File: src/rtl/dbs_pkg.sv
package dbs_pkg;
  localparam int DBS_LANES  = 4;
  localparam int DBS_LANE_W = 8;
  localparam int DBS_DATA_W = DBS_LANES * DBS_LANE_W;

  typedef enum logic [1:0] {
    ST_IDLE = 2'd0,
    ST_CYC  = 2'd1,
    ST_GAP  = 2'd2,
    ST_RESP = 2'd3
  } dbs_state_e;

  localparam logic [1:0] ACK_WAIT = 2'b11;

  // bytes a port of the reported width carries; 0 while not terminated
  function automatic logic [2:0] port_bytes(input logic [1:0] ack);
    case (ack)
      2'b00:   return 3'd4;
      2'b01:   return 3'd2;
      2'b10:   return 3'd1;
      default: return 3'd0;
    endcase
  endfunction

  function automatic logic [2:0] code_to_count(input logic [1:0] code);
    return (code == 2'b00) ? 3'd4 : {1'b0, code};
  endfunction
endpackage

File: src/rtl/dbs_step.sv
module dbs_step
  import dbs_pkg::*;
(
  input  logic [1:0] addr_lo,
  input  logic [2:0] remain,
  input  logic [1:0] ack,
  output logic [2:0] take,
  output logic [1:0] lane
);
  logic [2:0] width;
  logic [2:0] room;

  always_comb begin
    width = port_bytes(ack);
    case (width)
      3'd4:    lane = addr_lo;
      3'd2:    lane = {1'b0, addr_lo[0]};
      default: lane = 2'd0;
    endcase
    room = width - {1'b0, lane};
    take = (remain < room) ? remain : room;
  end
endmodule

File: src/rtl/dbs_wr_lanes.sv
module dbs_wr_lanes
  import dbs_pkg::*;
(
  input  logic [DBS_DATA_W-1:0] opd,
  input  logic [1:0]            addr_lo,
  output logic [DBS_DATA_W-1:0] lanes_out
);
  logic [DBS_LANE_W-1:0] b [DBS_LANES];

  for (genvar g = 0; g < DBS_LANES; g++) begin : g_split
    assign b[g] = opd[DBS_DATA_W-1-g*DBS_LANE_W -: DBS_LANE_W];
  end

  always_comb begin
    case (addr_lo)
      2'd0:    lanes_out = {b[0], b[1], b[2], b[3]};
      2'd1:    lanes_out = {b[0], b[0], b[1], b[2]};
      2'd2:    lanes_out = {b[0], b[1], b[0], b[1]};
      default: lanes_out = {b[0], b[0], b[1], b[0]};
    endcase
  end
endmodule

File: src/rtl/dbs_rd_pack.sv
module dbs_rd_pack
  import dbs_pkg::*;
(
  input  logic [DBS_DATA_W-1:0] acc,
  input  logic [DBS_DATA_W-1:0] din,
  input  logic [1:0]            lane,
  input  logic [2:0]            take,
  output logic [DBS_DATA_W-1:0] acc_next
);
  logic [DBS_DATA_W-1:0] aligned;
  logic [DBS_DATA_W-1:0] fresh;
  logic [5:0]            drop;

  always_comb begin
    aligned = din << {lane, 3'b000};
    drop    = 6'd32 - {take, 3'b000};
    fresh   = (take == 3'd0) ? '0 : (aligned >> drop);
    if (take == 3'd4) acc_next = fresh;
    else              acc_next = (acc << {take, 3'b000}) | fresh;
  end
endmodule

File: src/rtl/dyn_bus_sizer.sv
module dyn_bus_sizer
  import dbs_pkg::*;
#(
  parameter int ADDR_W = 32
) (
  input  logic                  clk,
  input  logic                  rst_n,
  input  logic                  req_valid,
  output logic                  req_ready,
  input  logic                  req_write,
  input  logic [1:0]            req_size,
  input  logic [ADDR_W-1:0]     req_addr,
  input  logic [DBS_DATA_W-1:0] req_wdata,
  output logic                  rsp_valid,
  input  logic                  rsp_ready,
  output logic [DBS_DATA_W-1:0] rsp_rdata,
  output logic                  rsp_error,
  output logic [ADDR_W-1:0]     bus_addr,
  output logic [1:0]            bus_size,
  output logic                  bus_rnw,
  output logic                  bus_as,
  output logic                  bus_ds,
  output logic [DBS_DATA_W-1:0] bus_dout,
  input  logic [DBS_DATA_W-1:0] bus_din,
  input  logic [1:0]            bus_ack,
  input  logic                  bus_err
);
  dbs_state_e            state;
  logic [ADDR_W-1:0]     addr_q;
  logic [2:0]            rem_q;
  logic [DBS_DATA_W-1:0] opd_q;
  logic [DBS_DATA_W-1:0] acc_q;
  logic                  wr_q;
  logic                  err_q;

  logic [2:0]            take;
  logic [1:0]            lane;
  logic [DBS_DATA_W-1:0] acc_next;
  logic [DBS_DATA_W-1:0] lanes_out;
  logic [2:0]            req_cnt;

  assign req_cnt = code_to_count(req_size);

  dbs_step u_step (
    .addr_lo (addr_q[1:0]),
    .remain  (rem_q),
    .ack     (bus_ack),
    .take    (take),
    .lane    (lane)
  );

  dbs_wr_lanes u_wr (
    .opd       (opd_q),
    .addr_lo   (addr_q[1:0]),
    .lanes_out (lanes_out)
  );

  dbs_rd_pack u_rd (
    .acc      (acc_q),
    .din      (bus_din),
    .lane     (lane),
    .take     (take),
    .acc_next (acc_next)
  );

  always_ff @(posedge clk) begin
    if (!rst_n) begin
      state  <= ST_IDLE;
      addr_q <= '0;
      rem_q  <= '0;
      opd_q  <= '0;
      acc_q  <= '0;
      wr_q   <= 1'b0;
      err_q  <= 1'b0;
    end else begin
      case (state)
        ST_IDLE: if (req_valid) begin
          state  <= ST_CYC;
          addr_q <= req_addr;
          rem_q  <= req_cnt;
          opd_q  <= req_wdata << {3'd4 - req_cnt, 3'b000};
          acc_q  <= '0;
          wr_q   <= req_write;
          err_q  <= 1'b0;
        end
        ST_CYC: begin
          if (bus_err) begin
            state <= ST_RESP;
            err_q <= 1'b1;
            acc_q <= '0;
          end else if (take != 3'd0) begin
            addr_q <= addr_q + ADDR_W'(take);
            rem_q  <= rem_q - take;
            opd_q  <= opd_q << {take, 3'b000};
            if (!wr_q) acc_q <= acc_next;
            state  <= (rem_q == take) ? ST_RESP : ST_GAP;
          end
        end
        ST_GAP:  state <= ST_CYC;
        default: if (rsp_ready) state <= ST_IDLE;
      endcase
    end
  end

  assign req_ready = (state == ST_IDLE);
  assign rsp_valid = (state == ST_RESP);
  assign rsp_rdata = acc_q;
  assign rsp_error = err_q;
  assign bus_addr  = addr_q;
  assign bus_size  = rem_q[1:0];
  assign bus_rnw   = !wr_q;
  assign bus_as    = (state == ST_CYC);
  assign bus_ds    = (state == ST_CYC);
  assign bus_dout  = wr_q ? lanes_out : '0;

  AST_ACCEPT_STARTS: assert property (@(posedge clk) disable iff (!rst_n)
    (req_valid && req_ready) |=> (bus_as && bus_ds && bus_addr == $past(req_addr)));
  AST_WAIT_HOLDS: assert property (@(posedge clk) disable iff (!rst_n)
    (bus_as && bus_ack == ACK_WAIT && !bus_err) |=> (bus_as && $stable(bus_addr) && $stable(bus_size)));
  AST_STROBE_GAP: assert property (@(posedge clk) disable iff (!rst_n)
    (bus_as && bus_ack != ACK_WAIT && !bus_err) |=> !bus_as);
  AST_ERR_ABORT: assert property (@(posedge clk) disable iff (!rst_n)
    (bus_as && bus_err) |=> (!bus_as && rsp_valid && rsp_error && rsp_rdata == '0));
  AST_RSP_HOLD: assert property (@(posedge clk) disable iff (!rst_n)
    (rsp_valid && !rsp_ready) |=> (rsp_valid && $stable(rsp_rdata) && $stable(rsp_error)));
endmodule

File: config.mk
export PLATFORM = sky130hd
export DESIGN_NAME = dyn_bus_sizer
export DESIGN_NICKNAME = d
export VERILOG_FILES = /design/src/rtl/dbs_pkg.sv /design/src/rtl/dbs_step.sv /design/src/rtl/dbs_wr_lanes.sv /design/src/rtl/dbs_rd_pack.sv /design/src/rtl/dyn_bus_sizer.sv
export SDC_FILE = /design/constraint.sdc
export NUM_CORES = 1
export LEC_CHECK = 0
export ABC_AREA = 1
export BUFFER_PORTS_ARGS = -buffer_cell sky130_fd_sc_hd__buf_2
export CAP_MARGIN = 0
export CORE_MARGIN = 8
export CORE_UTILIZATION = 45
export CTS_CLUSTER_DIAMETER = 50
export DETAILED_ROUTE_END_ITERATION = 12
export PLACE_DENSITY = 0.69
export SLEW_MARGIN = 10
export SYNTH_ARGS = -nofsm -noshare
export SYNTH_HDL_FRONTEND = slang
export SYNTH_SLANG_ARGS = --single-unit
export TNS_END_PERCENT = 100
File: constraint.sdc
create_clock -name clk -period 9.25 [get_ports clk]
set_clock_uncertainty 0.05 [all_clocks]
set_input_delay 0 -clock clk [delete_from_list [all_inputs] [get_ports clk]]
set_output_delay 0 -clock clk [all_outputs]
set_load 0.02 [all_outputs]
Word-level counts from Yosys, hierarchy flattened
Cells that the tools add are included.
{"block": "totals", "regBits": 103, "input_bits": 106, "output_inout_bits": 104}
{"block": "op_classes", "addsub": 5, "n_lt_le_gt_ge": 1, "eq_ne": 17, "shift": 5, "mux": 34, "bitwise": 1, "reduce_logical": 14}
{"cell": "$mux 32", "count": 13}
{"cell": "$pmux 32 s2", "count": 3}
{"cell": "$shl 32x6->32", "count": 3}
{"cell": "$pmux 24 s3", "count": 1}
{"cell": "$add 32x3->32", "count": 1}
{"cell": "$or 32x32->32", "count": 1}
{"cell": "$shl 32x5->32", "count": 1}
{"cell": "$shr 32x6->32", "count": 1}
{"cell": "$mux 3", "count": 5}
{"cell": "$pmux 3 s3", "count": 1}
{"cell": "$eq 2x2->1 const B", "count": 4}
{"cell": "$logic_not 2->1", "count": 4}
{"cell": "$mux 2", "count": 4}
{"cell": "$reduce_and 4->1", "count": 2}
{"cell": "$eq 2x1->1 const B", "count": 3}
{"cell": "$eq 3x3->1 const B", "count": 2}
{"cell": "$pmux 2 s3", "count": 1}
{"cell": "$pmux 3 s2", "count": 1}
{"cell": "$reduce_and 3->1", "count": 2}
{"cell": "$sub 6x6->6 const A", "count": 1}
{"cell": "$ne 2x1->1 const B", "count": 2}
{"cell": "$ne 2x2->1 const B", "count": 2}
{"cell": "$pmux 2 s2", "count": 1}
{"cell": "$reduce_bool 4->1", "count": 1}
{"cell": "15 further kinds", "count": 17}

Longest topological paths before layout
{"block": "depth", "ltp_word": 16, "ltp_mapped": 28, "depth_no_buf": 26}

Hierarchy
Synthesis repeated with hierarchy kept, for this count alone.
{"block": "hier_totals", "cells_unflattened": 1619, "hier_area_um2": 9470.3}
{"module": "dyn_bus_sizer", "instances": 1, "cells_per_inst": 1056, "area_each_um2": 6462.4, "seq_area_each_um2": 2062.0}
{"module": "dbs_rd_pack", "instances": 1, "cells_per_inst": 415, "area_each_um2": 2188.3, "seq_area_each_um2": 0.0}
{"module": "dbs_wr_lanes", "instances": 1, "cells_per_inst": 116, "area_each_um2": 639.4, "seq_area_each_um2": 0.0}
{"module": "dbs_step", "instances": 1, "cells_per_inst": 32, "area_each_um2": 180.2, "seq_area_each_um2": 0.0}

Worst setup path before layout
Ideal clock, no wire load.
{"block": "synth_timing", "path_type": "register to register", "from": "reg addr_q[1], in the netlist bus_addr[1]", "to": "reg addr_q[16], in the netlist bus_addr[16]", "setup_time_ns": 0.118, "arrival_ns": 4.562, "setup_slack_ns": 4.520, "stages_incl_launch_ff": 27, "period_less_slack_ns": 4.730, "cell_sequence": "dfxtp_1 > buf_2 > nand2_1 > inv_2 > buf_2 > fa_1 > xnor2_1 > inv_1 > ha_1 > inv_1 > a21oi_2 > nand3_2 > nand2_4 > buf_2 > ha_1 > inv_1 > fa_1 > nor2_1 > o21ai_0 > nor2_1 > nand2_1 > nor2_1 > nand2_1 > a21oi_1 > o21ai_0 > nand2_1 > a21oi_1"}
{"block": "synth_between", "elab_chain_len": 8, "word_cells_on_any_way": 11}
{"element": "start, declared", "line": "dyn_bus_sizer.sv:29", "source": "logic [ADDR_W-1:0] addr_q;"}
{"element": "start signal, assigned", "line": "dyn_bus_sizer.sv:79", "source": "addr_q <= req_addr;"}
{"element": "start signal, assigned", "line": "dyn_bus_sizer.sv:92", "source": "addr_q <= addr_q + ADDR_W'(take);"}
{"element": "$pmux 2 s2", "line": "dbs_step.sv:15", "source": "case (width)"}
{"element": "$sub 3x2->3", "line": "dbs_step.sv:20", "source": "room = width - {1'b0, lane};"}
{"element": "$lt 3x3->1", "line": "dbs_step.sv:21", "source": "take = (remain < room) ? remain : room;"}
{"element": "$mux 3", "line": "dbs_step.sv:21"}
{"element": "$add 32x3->32", "line": "dyn_bus_sizer.sv:92"}
{"element": "$mux 32", "line": "dyn_bus_sizer.sv:91", "source": "end else if (take != 3'd0) begin"}
{"element": "$mux 32", "line": "dyn_bus_sizer.sv:87", "source": "if (bus_err) begin"}
{"element": "$pmux 32 s2", "line": "dyn_bus_sizer.sv:76", "source": "case (state)"}
Several ways; a longest one is shown, not always the timed one. The select of a mux whose other input is x is not followed.
A chain may end at the register's enable or synchronous reset.

Worst setup path in the final report
Same ends and word-level chain as after synthesis.

==> results.yml <==
min_path:
  hold_class: "primary input to register"
  hold_start: "req_size[1]"
  hold_depth: 5
  hold_end: "rem_q[1]"
synth:
  yosys_warnings: 0
  syn_area_mm2: 0.00883
  synth_top_area_share_pct: 23.3
  syn_area_per_cell_um2: 5.66
  yosysSeqAreaShare_pct: 23.3
  ys.flop_type: "dfxtp_1"
  synth_cells: 1560
  synth.ff_latch_count: 103
  syn_nets: 1685
  synth_edf_count: 0
  ys_types: 44
  synthArstFlopShare_pct: 0
  synth_top_cell_by_area: "dfxtp_1"
  yosys-top-cells-area: "dfxtp_1 23%, nand2_1 23%, o21ai_0 7.9%"
worst_setup_path:
  crit_arrival_ps: 6450
  endpoint_kind: "register"
  worst-path-max-fanout: 64
  cp.required_ps: 9460
  regToRegSetupSlack_ps: 3010
  r2r-start: "bus_addr[1]"
  crit_path_start_kind: "register"
  r2r_cells: 23
  critical_path_class: "register to register"
  r2r_end: "bus_addr[16]"
routing:
  drc_errors: 0
  finalWirelength_um: 32400
  first_pass_iters: 6
  viasPerCell: 5.43
  via_count: 10900
  drtIter0Drc: 1009
  ant_nets: 0
  wire_per_inst_um: 16.1
sta:
  setup_tns_ps: 0
  setup_violations: 0
  rsz0062_at_grt: "no"
  fin_crit_sh_pct: 67.5
  slew_violations: 0
  hold_viol: 0
  tightestPinTransition_ps: 1160
  setup_ws_ps: 3010
  fmax_mhz: 160
  period_needed_ps: 6240
  slew_headroom_pct: 22.8
floorplanning:
  die_y_um: 156
  pin_count: 210
  rows: 51
  initial_core_util_pct: 45.7
  dieWidth_um: 156
  core_area_mm2: 0.0193
  die-area_mm2: 0.0244
clock_tree:
  htreeDepth: 3
  root_buffer: "clkbuf_16"
  clk_latency_ps: 360
  clock-sinks: 103
  clockBufferDepth: 2
  cts_setup_buffers: 0
  numCtsBuffers: 9
  clkTransAtPathRegs_ps: 80
  cts_tree: "built"
placed_design:
  pre_cts_ws_ps: 3070
  port_buffers: 209
  gp_congestion: 0.941
  hpwl_um: 23400
pwr:
  leakage_nw: 5.05
  fin_total_pwr_w: 0.00368
  pwr_density_cell_mw_per_mm2: 347
  irDropWorstVdd_uv: 217
grt:
  grt_antenna_before_repair: 1
  grt_pass1_wl_um: 52600
  grt_util_all_layers_pct: 26.4
  grt_pass1_vias: 10500
  gr-total-overflow: 0
  grt_max_degree: 65
cells_and_area:
  fillers: 2074
  final_cell_mix: "531 x nand2_1, 209 x buf_2, 144 x nor2_1"
  diodes: 0
  nets: 1866
  multi_input_area_mm2: 0.00582
  drive_above_1_share_pct: 16.6
  final_common_cell: "nand2_1"
  seq_area_mm2: 0.00206
  area_growth_syn_to_layout_pct: 20.0
outcome:
  status: "completed"
job:
  cap_violations: 0
[through the flow]
stage	cell area, um2	hold slack [ps]	util [%]	cells
4_1_cts	10600	11.5	54.8	2011
6_report	10600	31.3	54.8	2011
2_1_floorplan	8830	97.2	-	1560
3_5_place_dp	9880	243	51.1	1954
5_1_grt	10600	54.2	54.8	2011
3_3_place_gp	9880	230	51.1	1954
[area by class of cell]
| type | instances | area share (%) |
|---|---|---|
| clock buffers | 10 | 2.16 |
| clock inverters | 6 | 0.708 |
| inverters | 142 | 5.03 |
| multi-input cells | 1223 | 54.9 |
| flip-flops and latches | 103 | 19.5 |
| well taps | 265 | 3.13 |
| repair buffers | 262 | 14.6 |
[critical path, stage by stage (launching register included)]
cell and delay, ps:
dfxtp_1 460, nand2_1 790, inv_2 320, fa_1 480, xnor2_1 270, inv_1 70
ha_1 290, inv_1 50, a21oi_2 320, nand3_2 210, nand2_4 570, ha_1 290
inv_1 50, fa_1 370, nor2_1 140, o21ai_0 110, nor2_1 270, nand2_1 190
nor2_1 260, nand2_1 80, a21oi_1 210, o21ai_0 130, nand2_1 70, a21oi_1 50
[flip-flops by register name (all words and copies together), names as in the netlist]
name / cells
state: 2
rsp_error: 1
rsp_rdata: 32
rem_q: 3
wr_q: 1
bus_addr: 32
opd_q: 32
[power by group]
part	switching [W]	leakage, nW	internal (W)
sequential	0.000151	0.842	0.000567
clock	0.000194	0.146	0.000215
combinational	0.00181	4.06	0.000748
total	0.00215	5.05	0.00153
[Yosys cell counts (10+ instances only)]
| library cell | n |
|---|---|
| nand2_1 | 531 |
| nor2_1 | 144 |
| o21ai_0 | 139 |
| inv_1 | 134 |
| a21oi_1 | 118 |
| dfxtp_1 | 103 |
| nand3_1 | 99 |
| clkbuf_1 | 46 |
| buf_2 | 31 |
| or2_2 | 24 |
| o22ai_1 | 19 |
| ha_1 | 17 |
| nor3_1 | 16 |
| a211oi_1 | 14 |
| o211ai_1 | 14 |
| nand3b_1 | 13 |
| a31oi_1 | 11 |
| nand2_4 | 10 |
[per-layer routing]
layer	track usage [%]	wire (um)	part of all wire [%]	vias up
met5	0	13	0.040	-
met4	11.3	1210	3.7	2
met3	5.15	2320	7.2	86
met2	42.5	14900	46	450
met1	33.7	14000	43	4933
li1	-	-	-	5445
[how the worst max path moves through the flow]
| stage | from | to |
|---|---|---|
| detailed placement | bus_addr[1] | bus_addr[16] |
| CTS | bus_addr[1] | bus_addr[16] |
| global placement | bus_addr[1] | bus_addr[16] |
| floorplan | bus_addr[1] | bus_addr[16] |
| finish | bus_addr[1] | bus_addr[16] |
| global route | bus_addr[1] | bus_addr[16] |
[repair_timing]
action                                  in CTS  in global routing
endpoints found under the setup margin       0                  0
endpoints found under the hold margin       40                  0
gates resized for setup                      0                  0
hold buffers                                41                  0
[kinds of logic (layout without fill, tap and decap cells)]
| kind of cell | count (synthesis) | in the layout | synth area share, % |
|---|---|---|---|
| AOI/OAI and AO/OA | 337 | 337 | 21.3 |
| xor gates and xnor gates | 5 | 5 | 0.496 |
| adders and majority gates | 19 | 19 | 2.86 |
| buffers and inverters | 234 | 420 | 10.8 |
| DFF | 103 | 103 | 23.3 |
| and+or+nand+nor | 862 | 862 | 41.2 |
(Power assumes the default switching activity.)
